File: src/rtl/sdw_rmw_pkg.sv
package sdw_rmw_pkg;

    localparam int BYTE_W = 8;

    typedef enum logic [2:0] {
        ST_IDLE,
        ST_LOAD_RSP,
        ST_STORE_RSP,
        ST_MERGE_RD,
        ST_WB_RSP
    } rmw_state_e;

    typedef enum logic [1:0] {
        KIND_LOAD,
        KIND_FULL,
        KIND_MERGE,
        KIND_DIRECT
    } req_kind_e;

endpackage

File: src/rtl/sdw_rmw_parity_gen.sv
module sdw_rmw_parity_gen
    import sdw_rmw_pkg::*;
#(
    parameter int LANES = 8
)
(
    input  logic [LANES*BYTE_W-1:0] data,
    output logic [LANES-1:0]        par
);

    for (genvar g = 0; g < LANES; g++) begin : g_lane
        assign par[g] = ^data[g*BYTE_W +: BYTE_W];
    end

endmodule

File: src/rtl/sdw_rmw_byte_merge.sv
module sdw_rmw_byte_merge
    import sdw_rmw_pkg::*;
#(
    parameter int LANES = 8
)
(
    input  logic [LANES*BYTE_W-1:0] old_data,
    input  logic [LANES*BYTE_W-1:0] new_data,
    input  logic [LANES-1:0]        sel,
    output logic [LANES*BYTE_W-1:0] merged
);

    for (genvar g = 0; g < LANES; g++) begin : g_lane
        assign merged[g*BYTE_W +: BYTE_W] = sel[g] ? new_data[g*BYTE_W +: BYTE_W]
                                                   : old_data[g*BYTE_W +: BYTE_W];
    end

endmodule

File: src/rtl/sdw_rmw_enable_reg.sv
module sdw_rmw_enable_reg (
    input  logic clk,
    input  logic rst_n,
    input  logic tie_val,
    input  logic wr,
    input  logic wval,
    output logic en
);

    always_ff @(posedge clk) begin
        if (!rst_n) begin
            en <= tie_val;
        end else if (wr) begin
            en <= wval;
        end
    end

endmodule

File: src/rtl/sdw_rmw_classify.sv
module sdw_rmw_classify
    import sdw_rmw_pkg::*;
#(
    parameter int LANES = 8
)
(
    input  logic             is_write,
    input  logic [LANES-1:0] strb,
    input  logic             merge_en,
    output req_kind_e        kind
);

    logic full;
    assign full = &strb;

    always_comb begin
        if (!is_write) begin
            kind = KIND_LOAD;
        end else if (full) begin
            kind = KIND_FULL;
        end else if (merge_en) begin
            kind = KIND_MERGE;
        end else begin
            kind = KIND_DIRECT;
        end
    end

endmodule

File: src/rtl/sdw_rmw_unit.sv
module sdw_rmw_unit
    import sdw_rmw_pkg::*;
#(
    parameter int ADDR_W = 12,
    parameter int DATA_W = 64
)
(
    input  logic                  clk,
    input  logic                  rst_n,
    input  logic                  rmw_tie,
    input  logic                  ctl_wr,
    input  logic                  ctl_wval,
    output logic                  rmw_en,
    input  logic                  req_valid,
    output logic                  req_ready,
    input  logic                  req_write,
    input  logic [ADDR_W-1:0]     req_addr,
    input  logic [DATA_W-1:0]     req_wdata,
    input  logic [DATA_W/8-1:0]   req_strb,
    output logic                  rsp_valid,
    output logic [DATA_W-1:0]     rsp_rdata,
    output logic                  ram_rd,
    output logic                  ram_wr,
    output logic [ADDR_W-1:0]     ram_addr,
    output logic [DATA_W-1:0]     ram_wdata,
    output logic [DATA_W/8-1:0]   ram_wbe,
    output logic                  ram_wpe,
    output logic [DATA_W/8-1:0]   ram_wpar,
    input  logic [DATA_W-1:0]     ram_rdata,
    input  logic                  ram_err,
    output logic                  abort_valid,
    output logic                  abort_async
);

    localparam int LANES = DATA_W / BYTE_W;

    rmw_state_e            st_q, st_d;
    req_kind_e             kind;
    logic                  accept;
    logic [ADDR_W-1:0]     cap_addr;
    logic [DATA_W-1:0]     cap_data;
    logic [LANES-1:0]      cap_strb;
    logic [DATA_W-1:0]     merged;
    logic [DATA_W-1:0]     wr_src;
    logic [LANES-1:0]      par_out;

    // Merge enable, reset from the tie-off and rewritable by software.
    sdw_rmw_enable_reg u_en (
        .clk     (clk),
        .rst_n   (rst_n),
        .tie_val (rmw_tie),
        .wr      (ctl_wr),
        .wval    (ctl_wval),
        .en      (rmw_en)
    );

    sdw_rmw_classify #(.LANES(LANES)) u_cls (
        .is_write (req_write),
        .strb     (req_strb),
        .merge_en (rmw_en),
        .kind     (kind)
    );

    sdw_rmw_byte_merge #(.LANES(LANES)) u_merge (
        .old_data (ram_rdata),
        .new_data (cap_data),
        .sel      (cap_strb),
        .merged   (merged)
    );

    assign wr_src = (st_q == ST_MERGE_RD) ? merged : req_wdata;

    sdw_rmw_parity_gen #(.LANES(LANES)) u_par (
        .data (wr_src),
        .par  (par_out)
    );

    assign accept    = req_valid && (st_q == ST_IDLE);
    assign rsp_rdata = ram_rdata;
    assign ram_wdata = wr_src;
    assign ram_wpar  = par_out;

    // Capture of the pending merge.
    always_ff @(posedge clk) begin
        if (!rst_n) begin
            cap_addr <= '0;
            cap_data <= '0;
            cap_strb <= '0;
        end else if (accept && kind == KIND_MERGE) begin
            cap_addr <= req_addr;
            cap_data <= req_wdata;
            cap_strb <= req_strb;
        end
    end

    // State register.
    always_ff @(posedge clk) begin
        if (!rst_n) begin
            st_q <= ST_IDLE;
        end else begin
            st_q <= st_d;
        end
    end

    // Next state.
    always_comb begin
        st_d = st_q;
        unique case (st_q)
            ST_IDLE: begin
                if (req_valid) begin
                    unique case (kind)
                        KIND_LOAD:   st_d = ST_LOAD_RSP;
                        KIND_MERGE:  st_d = ST_MERGE_RD;
                        KIND_FULL,
                        KIND_DIRECT: st_d = ST_STORE_RSP;
                        default:     st_d = ST_IDLE;
                    endcase
                end
            end
            ST_MERGE_RD: st_d = ram_err ? ST_IDLE : ST_WB_RSP;
            ST_LOAD_RSP,
            ST_STORE_RSP,
            ST_WB_RSP:   st_d = ST_IDLE;
            default:     st_d = ST_IDLE;
        endcase
    end

    // Outputs.
    always_comb begin
        req_ready   = 1'b0;
        rsp_valid   = 1'b0;
        ram_rd      = 1'b0;
        ram_wr      = 1'b0;
        ram_addr    = req_addr;
        ram_wbe     = '0;
        ram_wpe     = 1'b0;
        abort_valid = 1'b0;
        abort_async = 1'b0;
        unique case (st_q)
            ST_IDLE: begin
                req_ready = 1'b1;
                if (req_valid) begin
                    unique case (kind)
                        KIND_LOAD,
                        KIND_MERGE: ram_rd = 1'b1;
                        KIND_FULL: begin
                            ram_wr  = 1'b1;
                            ram_wbe = '1;
                            ram_wpe = 1'b1;
                        end
                        KIND_DIRECT: begin
                            ram_wr  = 1'b1;
                            ram_wbe = req_strb;
                            ram_wpe = 1'b0;
                        end
                        default: ram_rd = 1'b0;
                    endcase
                end
            end
            ST_LOAD_RSP: begin
                rsp_valid   = 1'b1;
                abort_valid = ram_err;
            end
            ST_STORE_RSP,
            ST_WB_RSP: begin
                abort_valid = ram_err;
                abort_async = ram_err;
            end
            ST_MERGE_RD: begin
                ram_addr = cap_addr;
                if (ram_err) begin
                    abort_valid = 1'b1;
                    abort_async = 1'b1;
                end else begin
                    ram_wr  = 1'b1;
                    ram_wbe = '1;
                    ram_wpe = 1'b1;
                end
            end
            default: req_ready = 1'b0;
        endcase
    end

endmodule

File: config.mk
export PLATFORM = sky130hd
export DESIGN_NAME = sdw_rmw_unit
export DESIGN_NICKNAME = d
export VERILOG_FILES = /design/src/rtl/sdw_rmw_pkg.sv /design/src/rtl/sdw_rmw_parity_gen.sv /design/src/rtl/sdw_rmw_byte_merge.sv /design/src/rtl/sdw_rmw_enable_reg.sv /design/src/rtl/sdw_rmw_classify.sv /design/src/rtl/sdw_rmw_unit.sv
export SDC_FILE = /design/constraint.sdc
export NUM_CORES = 1
export LEC_CHECK = 0
export ABC_AREA = 1
export BUFFER_PORTS_ARGS = -buffer_cell sky130_fd_sc_hd__buf_2
export CAP_MARGIN = 0
export CORE_MARGIN = 2
export CORE_UTILIZATION = 50
export CTS_BUF_LIST = sky130_fd_sc_hd__clkbuf_4
export DETAILED_ROUTE_END_ITERATION = 6
export PLACE_DENSITY_LB_ADDON = 0.08
export SKIP_LAST_GASP = 1
export SYNTH_ARGS = -nofsm -noshare
export SYNTH_HDL_FRONTEND = slang
export SYNTH_SLANG_ARGS = --single-unit
File: constraint.sdc
create_clock -name clk -period 1.8 [get_ports clk]
set_input_delay 0.09 -clock clk [delete_from_list [all_inputs] [get_ports clk]]
set_output_delay 0.09 -clock clk [all_outputs]
set_load 0.01 [all_outputs]
==> impl_metrics.csv <==
group,metric,value,unit
worst_setup_path,cp_max_fo,6,
clock_network,clk-insertion-delay-late,0.50,ns
sta,whs,0.0599,ns
die,start_util,50.9,%
clock_network,tritoncts,"done",
clock_network,cts_root_buf,"clkbuf_4",
power_and_ir_drop,sw_frac_of_total,39.9,%
power_and_ir_drop,seqPwrFrac,34.8,%
clock_network,h-tree-depth,3,
global_route,gr-total-overflow,0,
worst_hold_path,hp-class,"input pin to flop",
sta,hold_viol_final,0,
power_and_ir_drop,switching_power,2500,uW
yosys,post_synth.cell_area_avg,5.19,um2
yosys,syn-instance-count,1415,
yosys,synth_compound_gate_area_share,11.5,%
sta,slew_headroom,68.2,%
sta,timing.fmax,0.402,GHz
sta,setup_violations,181,
power_and_ir_drop,pwr-share-clk,19.7,%
route,vias_per_cell,5.80,
yosys,ys_ff_latch,88,
clock_network,clk_path_buf_depth,2,
placed_design,pre_cts_ws,-0.0396,ns
route,drc,10,
yosys,synth-simple-area-share,44.9,%
sta,drv_slew,0,
global_route,grt_pass1_wl,43.5,mm
yosys,synthArstFlopShare,0,%
clock_network,cts.sinks,88,
die,core,14400,um2
layout,fin_area,12900,um2
yosys,synthFlopType,"dfxtp_1",
sta,rsz0062_at_grt,"true",
status,violations,"design-rule violations, negative setup slack",
yosys,synthXorXnorAreaFrac,0.477,%
clock_network,cts_buffers,9,
die,die_h,125,um
job,maxCapViolations,0,
route,dr.first_iter.drc_count,1480,
yosys,synth_mux_area_share,0,%
yosys,ys_types,23,
yosys,synth-edff-count,1,
yosys,synth-warning-count,0,
yosys,syn-num-nets,1571,
power_and_ir_drop,p_int,3770,uW
layout,utilization,89.7,%
placed_design,gp_congestion,0.934,
worst_setup_path,end_kind,"output pin",
sta,setup_slack,-0.689,ns
worst_setup_path,cp-start-kind,"flop",
route,vias,11900,
status,outcome,"finished with violations",
yosys,synth_seq_area_share,24.1,%
yosys,syn_area,7350,um2
yosys,synth_top_family_by_area,"simple AND/OR/NAND/NOR gates",
global_route,grt_max_degree,32,
clock_network,clk_pin_slew,0.18,ns
die,die-area,15700,um2
die,pin_count,320,
worst_setup_path,critPathKind,"flop to output pin",
worst_setup_path,rrSetupSlack,-0.45,ns
yosys,synthAdderAreaFrac,0,%
layout,area_growth,76.1,%
sta,skew,0.0399,ns
power_and_ir_drop,power.density,485,nW/um2
sta,min_period,2.49,ns
route,ant_nets,0,
power_and_ir_drop,p_leak,0.00730,uW
route,wl,38.9,mm
power_and_ir_drop,vdd_drop_max,0.353,mV
worst_setup_path,arrival,2.40,ns
worst_setup_path,required,1.71,ns
placed_design,place_area,9190,um2
sta,worstMarginPinSlew,0.477,ns
sta,fin_crit_sh,138,%
global_route,grt_use_total,33.5,%
layout,nets,2018,
placed_design,portBuffers,319,
global_route,grt_pass1_vias,9299,
power_and_ir_drop,p_comb_share,45.5,%
route,first_pass_iters,7,
die,rows,44,
global_route,antenna_found_initial,1,
layout,fillCellCount,682,
die,die_w,125,um
route,wire_per_inst,19.0,um
layout,drive_above_1_share,39.0,%
placed_design,hpwl,17.2,mm
==> cells in the mapped netlist, types with 3 or more instances <==
master,number,share of area [%]
nand2_1,735,38
inv_1,149,7.6
o21ai_0,130,8.9
nor2_1,110,5.6
dfxtp_1,87,24
buf_4,65,6.6
a21oi_1,36,2.5
buf_2,30,2.0
clkbuf_1,29,1.5
nand3_1,15,1.0
buf_6,5,0.77
clkinv_1,4,0.20
xnor2_1,4,0.48
inv_2,3,0.15
nor2_2,3,0.26
o21ai_1,3,0.20
==> logic make-up (layout without fill, tap and decap cells) <==
family | count (synthesis) | count (layout)
AND/OR/NAND/NOR | 868 | 870
AO/OA/AOI/OAI | 169 | 169
buffers and inverters | 286 | 736
other | 0 | 1
flip-flops | 88 | 88
XOR/XNOR | 4 | 4
==> final timing paths <==
check,from,endpoint,cells after the start
setup / recovery,st_q[2]$_SDFFE_PN0P_,ram_wpar[4],15
hold / removal,rst_n,cap_data[22]$_SDFFE_PN0P_,3
setup reg to reg,st_q[2]$_SDFFE_PN0P_,cap_addr[8]$_SDFFE_PN0P_,10
hold reg to reg,cap_data[55]$_SDFFE_PN0P_,cap_data[55]$_SDFFE_PN0P_,2
==> placed cells by master, fill, tap and decap left out, types with 4 or more instances in the layout <==
master,synthesis,final
nand2_1,735,575
o21ai_1,3,44
nand2_4,0,47
nand2_2,0,113
buf_4,65,61
o21ai_2,0,14
a21oi_1,36,34
dfxtp_1,87,83
inv_2,3,22
nand3_4,0,4
nand3_1,15,8
o21ai_0,130,59
buf_2,30,277
clkbuf_16,0,15
buf_12,0,24
buf_8,0,7
buf_6,5,72
inv_1,149,129
nand3_2,1,6
o21ai_4,0,16
nor2_1,110,109
buf_16,0,14
clkbuf_4,0,10
dlygate4sd3_1,0,90
==> final cells by class <==
| class | instances | area [um2] | area share (%) |
|---|---|---|---|
| tap | 184 | 230 | 1.78 |
| clock buffer | 10 | 75.1 | 0.580 |
| sequential | 88 | 1780 | 13.8 |
| timing repair buffer | 563 | 5000 | 38.6 |
| clock inverter | 6 | 60.1 | 0.464 |
| multi-input combinational | 1043 | 5180 | 40.0 |
| inverter | 156 | 604 | 4.67 |
| timing repair inverter | 1 | 5.00 | 0.0387 |
| antenna | 1 | 2.50 | 0.0193 |
==> stage by stage <==
stage / total power [uW] / TNS, ns / instances
global route: 6520 / -55.87 / 2052
CTS: 5590 / -19.10 / 2012
floorplan: 3360 / 0 / 1415
finish: 6280 / -47.03 / 2052
detailed placement: 4050 / -0.129 / 1868
global placement: 4030 / -0.0186 / 1868
==> flip-flops by register name, indices dropped and copies added (netlist names) <==
| name | cells |
|---|---|
| u_en.en | 1 |
| cap_strb | 8 |
| cap_addr | 12 |
| cap_data | 64 |
| st_q | 3 |
==> power by group through the flow <==
stage / combinational (uW) / sequential (uW) / clock [uW]
after floorplan: 1180 / 2190 / 0
after global placement: 1830 / 2190 / 0
after detailed placement: 1850 / 2200 / 0
after CTS: 2260 / 2160 / 1180
after global routing: 3020 / 2200 / 1300
final: 2850 / 2180 / 1240
==> layer usage <==
layer	share of wire, %	GRT usage, %	wire length, um	vias to the layer above
li1	-	-	-	5108
met1	33	40.0	13000	5351
met2	47	59.7	18300	1091
met3	11	4.66	4420	360
met4	8.2	14.7	3210	0
met5	0	0	0	-
==> worst max-delay path, cell delays in order, from the launching register on <==
cell and delay (ns):
dfxtp_4 0.41, buf_6 0.13, nor2_4 0.15, buf_6 0.13, buf_12 0.14, buf_12 0.14
nand2_1 0.08, o21ai_2 0.09, nand2_1 0.10, nand2_2 0.11, inv_2 0.05, nand2_1 0.06
nand2_1 0.06, nand2_1 0.08, nand2_1 0.05, buf_2 0.13
==> what timing repair did <==
item / CTS / global route
cloned: 18 / 18
buffers inserted: 22 / 32
setup endpoints to repair: 161 / 180
gates resized for setup: 135 / 353
hold buffers: 88 / 2
pin swaps: 22 / 78
endpoints found under the hold margin: 86 / 2
Power figures use the tool's default switching activity.
